$ cat src/rtl/fdd_pkg.sv
package fdd_pkg;
  localparam int RES_W = 16;
  localparam logic [7:0] ADDR_LO = 8'h80;
  localparam logic [7:0] ADDR_HI = 8'h81;

  typedef enum logic { SEQ_IDLE = 1'b0, SEQ_LO_DONE = 1'b1 } rd_seq_t;
endpackage

$ cat src/rtl/strobe_sync.sv
module strobe_sync #(
  parameter int STAGES = 2
) (
  input  logic clk,
  input  logic rst_n,
  input  logic async_in,
  output logic rise
);
  localparam int LAST = STAGES - 1;

  logic [LAST:0] chain_q;
  logic          prev_q;

  generate
    if (STAGES == 1) begin : g_single
      always_ff @(posedge clk or negedge rst_n)
        if (!rst_n) chain_q <= '0;
        else        chain_q <= async_in;
    end else begin : g_multi
      always_ff @(posedge clk or negedge rst_n)
        if (!rst_n) chain_q <= '0;
        else        chain_q <= {chain_q[LAST-1:0], async_in};
    end
  endgenerate

  always_ff @(posedge clk or negedge rst_n)
    if (!rst_n) prev_q <= 1'b0;
    else        prev_q <= chain_q[LAST];

  assign rise = chain_q[LAST] & ~prev_q;
endmodule

$ cat src/rtl/diff_accum.sv
module diff_accum #(
  parameter int PIX_W = 8,
  parameter int MSB_N = 4,
  parameter int ACC_W = 24
) (
  input  logic             clk,
  input  logic             rst_n,
  input  logic             valid,
  input  logic [PIX_W-1:0] cur,
  input  logic [PIX_W-1:0] prev,
  input  logic             restart,
  output logic [ACC_W-1:0] acc
);
  logic [MSB_N-1:0] top_cur, top_prev, mag, contrib;
  logic [ACC_W:0]   sum;

  always_comb begin
    top_cur  = cur[PIX_W-1 -: MSB_N];
    top_prev = prev[PIX_W-1 -: MSB_N];
    mag      = (top_cur > top_prev) ? (top_cur - top_prev) : (top_prev - top_cur);
    contrib  = valid ? mag : '0;
    sum      = {1'b0, acc} + (ACC_W+1)'(contrib);
  end

  always_ff @(posedge clk or negedge rst_n)
    if (!rst_n)       acc <= '0;
    else if (restart) acc <= ACC_W'(contrib);
    else if (sum[ACC_W]) acc <= '1;
    else              acc <= sum[ACC_W-1:0];
endmodule

$ cat src/rtl/result_port.sv
module result_port
  import fdd_pkg::*;
(
  input  logic             clk,
  input  logic             rst_n,
  input  logic             capture,
  input  logic [RES_W-1:0] snap,
  input  logic             rd_req,
  input  logic [7:0]       rd_addr,
  output logic             rd_ack,
  output logic [7:0]       rd_data,
  output logic [RES_W-1:0] result,
  output logic             clr_fire
);
  rd_seq_t seq_q;
  logic    hit_lo, hit_hi;

  always_comb begin
    hit_lo   = rd_req && (rd_addr == ADDR_LO);
    hit_hi   = rd_req && (rd_addr == ADDR_HI);
    clr_fire = hit_hi && (seq_q == SEQ_LO_DONE) && !capture;
  end

  always_ff @(posedge clk or negedge rst_n)
    if (!rst_n) begin
      rd_ack  <= 1'b0;
      rd_data <= '0;
    end else begin
      rd_ack  <= rd_req;
      rd_data <= hit_lo ? result[7:0] : (hit_hi ? result[15:8] : 8'h00);
    end

  always_ff @(posedge clk or negedge rst_n)
    if (!rst_n) begin
      result <= '0;
      seq_q  <= SEQ_IDLE;
    end else if (capture) begin
      result <= snap;
      seq_q  <= SEQ_IDLE;
    end else if (clr_fire) begin
      result <= '0;
      seq_q  <= SEQ_IDLE;
    end else if (hit_lo) begin
      seq_q  <= SEQ_LO_DONE;
    end
endmodule

$ cat src/rtl/field_diff_detector.sv
module field_diff_detector
  import fdd_pkg::*;
#(
  parameter int PIX_W       = 8,
  parameter int MSB_N       = 4,
  parameter int ACC_W       = 24,
  parameter int SYNC_STAGES = 2
) (
  input  logic             clk,
  input  logic             rst_n,
  input  logic             pix_valid,
  output logic             pix_ready,
  input  logic [PIX_W-1:0] pix_cur,
  input  logic [PIX_W-1:0] pix_prev,
  input  logic             cap_strobe,
  input  logic             rd_req,
  input  logic [7:0]       rd_addr,
  output logic             rd_ack,
  output logic [7:0]       rd_data
);
  localparam int SNAP_LSB = ACC_W - RES_W;

  logic             cap_pulse;
  logic             clr_fire;
  logic [ACC_W-1:0] acc_q;
  logic [RES_W-1:0] result_q;

  assign pix_ready = 1'b1;

  strobe_sync #(.STAGES(SYNC_STAGES)) u_sync (
    .clk(clk), .rst_n(rst_n), .async_in(cap_strobe), .rise(cap_pulse)
  );

  diff_accum #(.PIX_W(PIX_W), .MSB_N(MSB_N), .ACC_W(ACC_W)) u_acc (
    .clk(clk), .rst_n(rst_n), .valid(pix_valid), .cur(pix_cur),
    .prev(pix_prev), .restart(cap_pulse), .acc(acc_q)
  );

  result_port u_res (
    .clk(clk), .rst_n(rst_n), .capture(cap_pulse),
    .snap(acc_q[SNAP_LSB +: RES_W]), .rd_req(rd_req), .rd_addr(rd_addr),
    .rd_ack(rd_ack), .rd_data(rd_data), .result(result_q), .clr_fire(clr_fire)
  );
endmodule

$ cat config.mk
export PLATFORM = sky130hd
export DESIGN_NAME = field_diff_detector
export DESIGN_NICKNAME = d
export VERILOG_FILES = /design/src/rtl/fdd_pkg.sv /design/src/rtl/strobe_sync.sv /design/src/rtl/diff_accum.sv /design/src/rtl/result_port.sv /design/src/rtl/field_diff_detector.sv
export SDC_FILE = /design/constraint.sdc
export NUM_CORES = 1
export LEC_CHECK = 0
export ABC_CLOCK_PERIOD_IN_PS = 5400
export BUFFER_PORTS_ARGS = -buffer_cell sky130_fd_sc_hd__buf_2
export CORE_MARGIN = 2
export CORE_UTILIZATION = 45
export CTS_BUF_LIST = sky130_fd_sc_hd__clkbuf_4 sky130_fd_sc_hd__clkbuf_8 sky130_fd_sc_hd__clkbuf_16
export DETAILED_ROUTE_END_ITERATION = 7
export GPL_ROUTABILITY_DRIVEN = 0
export SLEW_MARGIN = 20
export SYNTH_ARGS = -nofsm -noshare
export SYNTH_HDL_FRONTEND = slang
export SYNTH_HIERARCHICAL = 1
export SYNTH_SLANG_ARGS = --single-unit
$ cat constraint.sdc
create_clock -name clk -period 5.4 [get_ports clk]
set_input_delay 0.27 -clock clk [delete_from_list [all_inputs] [get_ports clk]]
set_output_delay 0.27 -clock clk [all_outputs]
set_load 0.01 [all_outputs]
==> flow_summary.yaml <==
die:
  start_util_pct: 46.4
  die_area_um2: 7220
  num_rows: 29
  core_area_um2: 6350
  io-pin-count: 39
  fp.dieH_um: 85.0
  die_x_um: 85.0
clocking:
  h-tree-depth: 2
  cts_resized: 0
  cts_inserted_buffers: 5
  clock_latency_ns: 0.31
  clk_pin_slew_ns: 0.09
  cts_root_buffer: "clkbuf_8"
  cts.sinks: 53
  cts_hold_buf: 0
  cts_buffer_depth: 2
  cts_tree: "yes"
  postCtsSetupBuffers: 0
setup_path:
  regToRegStartpoint: "u_acc/acc[0]"
  worst_setup_path_end_kind: "flip-flop"
  critPathMaxFanout: 17
  r2r_slack_ns: 3.14
  critPathArrivalTime_ns: 3.68
  r2r-end: "u_acc/acc[13]"
  path_class: "input pin to flip-flop"
  crit_path_start: "pix_cur[4]"
  r2r_cells: 7
  start_kind: "input pin"
  required_ns: 5.64
sta:
  relSlewSlack_pct: 35.3
  setup_violations: 0
  slew_violations: 0
  hold_viol: 0
  final.setup_skew_ns: 0.00460
  tightestPinTransition_ns: 0.963
  whs_ns: 0.0586
  min_period_ns: 3.44
  max_freq_mhz: 291
  rsz0062_at_grt: "false"
  min_period_over_period_pct: 63.7
  fin_setup_tns_ns: 0
power:
  p_sw_share_pct: 27.2
  ir_drop_mv: 0.151
  pwr-share-comb_pct: 19.0
  p_int_uw: 649
  power_leakage_nw: 1.54
  clkPwrFrac_pct: 32.2
  power.density_nw_per_um2: 274
  power_frac_seq_pct: 48.8
  p_sw_uw: 242
global_route:
  grt_pass1_wl_um: 9440
  grt_max_degree: 54
  grt_pass1_vias: 1964
  antenna_found_initial: 0
  overflow: 0
  grtUsageTotal_pct: 16.3
final_layout:
  post-route-util_pct: 51.2
  stdcell_count: 379
  nets: 344
  antenna_cells: 0
  area_growth_pct: 10.2
  drive_gt1_share_pct: 19.2
synthesis:
  synth_edf_count: 0
  synth-main-ff-cell: "dfrtp_1"
  synth_cell_types: 55
  syn_area_um2: 2950
  syn_area_per_cell_um2: 10.7
  ys_warn_count: 6
  syn-num-nets: 318
  async_flop_share_pct: 100
  syn_inst: 275
  seq_area_frac_synth_pct: 45.0
  synth-seq-cells: 53
drt:
  drtPass1Iterations: 6
  drt-total-wl_um: 5610
  wire_per_inst_um: 14.8
  drtAntennaViolNets: 0
  vias: 2108
  drc: 0
  vias_per_cell: 5.56
  drtIter0Drc: 133
placement:
  dp_hpwl_um: 3910
  port_buffers: 29
  dp_cells: 371
outcome:
  outcome: "complete, no violations"
run:
  max_cap_violations: 0
worst_hold_path:
  hold_class: "input pin to asynchronous set/reset pin"
-- through the flow --
stage / total power, mW / area, um^2 / setup slack [ns]
floorplan: 0.567 / 2950 / 2.16
global placement: 0.610 / 3130 / 1.66
detailed placement: 0.612 / 3130 / 1.67
CTS: 0.901 / 3250 / 1.99
global route: 0.939 / 3250 / 1.66
finish: 0.891 / 3250 / 1.96
-- routing by layer --
layer  wire length (um)  part of all wire [%]  vias up  track usage (%)
met5                  0                     0        -                0
met4                 84                   1.5        0             5.19
met3                205                   3.7        7             3.02
met2               2630                    47       42             26.8
met1               2690                    48     1027             21.8
li1                   -                     -     1032                -
-- area by class of cell --
class | count | area [um^2]
multi-input combinational | 194 | 1490
tap | 77 | 96.3
inverter | 16 | 60.1
timing repair buffer | 31 | 160
fill | 577 | 3100
clock buffer | 7 | 90.1
clock inverter | 1 | 30.0
sequential | 53 | 1330
-- worst max path at each step --
stage,endpoint,slack [ns],depth (start not counted)
4_1_cts,u_acc/acc[17],1.99,14
6_report,u_acc/acc[17],1.96,16
2_1_floorplan,u_acc/acc[17],2.16,16
5_1_grt,u_acc/acc[17],1.66,16
3_3_place_gp,u_acc/acc[17],1.66,14
3_5_place_dp,u_acc/acc[17],1.67,14
-- registers in the layout, summed over array words and instances, names as in the netlist --
signal          count
u_acc/acc          24
u_res/rd_ack        1
u_res/seq_q         1
u_sync/chain_q      2
u_sync/prev_q       1
u_res/result       16
u_res/rd_data       8
-- synthesized netlist by cell type, types with 2 or more instances --
cell type,n,area [um^2]
a21o_1,3,22.5
a21oi_1,20,100
a311oi_1,2,17.5
a31oi_1,6,37.5
and3_1,7,43.8
and3_4,2,22.5
and4_1,2,17.5
buf_1,2,7.51
buf_2,4,20.0
buf_6,3,33.8
clkbuf_1,2,7.51
dfrtp_1,53,1330
fa_1,3,60.1
ha_1,11,138
inv_1,16,60.1
mux2i_1,26,260
nand2_1,7,26.3
nand3_1,3,15.0
nand3_2,2,20.0
nor2_1,30,113
nor2_2,3,18.8
nor2b_1,2,12.5
nor3_1,5,25.0
nor3_2,2,20.0
nor3b_1,3,22.5
nor4_1,3,18.8
o2111ai_1,2,17.5
o211ai_1,3,22.5
o21a_1,3,22.5
o21ai_0,7,35.0
o311a_1,2,20.0
or3_1,2,12.5
or4_4,2,22.5
xnor2_1,5,43.8
xor2_1,7,61.3
-- logic make-up after synthesis --
kind of cell	synth area share, %
adder cells (fa/ha/maj)	6.70
multiplexers	8.82
AND/OR/NAND/NOR	17.9
other	0.127
XOR/XNOR	3.56
buffers and inverters	4.62
AO/OA/AOI/OAI	13.3
flip-flops	45.0
-- power by group through the flow --
stage / sequential, mW / combinational [mW] / clock (mW)
CTS: 0.435 / 0.171 / 0.295
detailed placement: 0.443 / 0.169 / 0
finish: 0.435 / 0.169 / 0.287
global route: 0.437 / 0.198 / 0.304
global placement: 0.442 / 0.168 / 0
floorplan: 0.440 / 0.127 / 0
-- placed cells by master, fill, tap and decap left out, types with 7 or more instances in the layout --
master,n
mux2i_1,26
and3_1,7
nand2_1,7
o21ai_0,7
ha_1,11
a21oi_1,20
nor2_1,30
inv_1,16
buf_2,29
xor2_1,7
dfrtp_1,53
-- worst max-delay path: stages --
cell and delay, ns:
buf_2 0.11, inv_1 0.05, ha_1 0.13, inv_1 0.05, fa_1 0.39, nand3_1 0.08
a21oi_1 0.15, nor3_1 0.43, or3_1 0.17, a21oi_1 0.07, ha_1 0.36, a21o_1 0.23
o21ai_2 0.11, or4_4 0.68, and4_1 0.26, nor3_2 0.13
No activity file was read; power rests on OpenSTA's default activity.
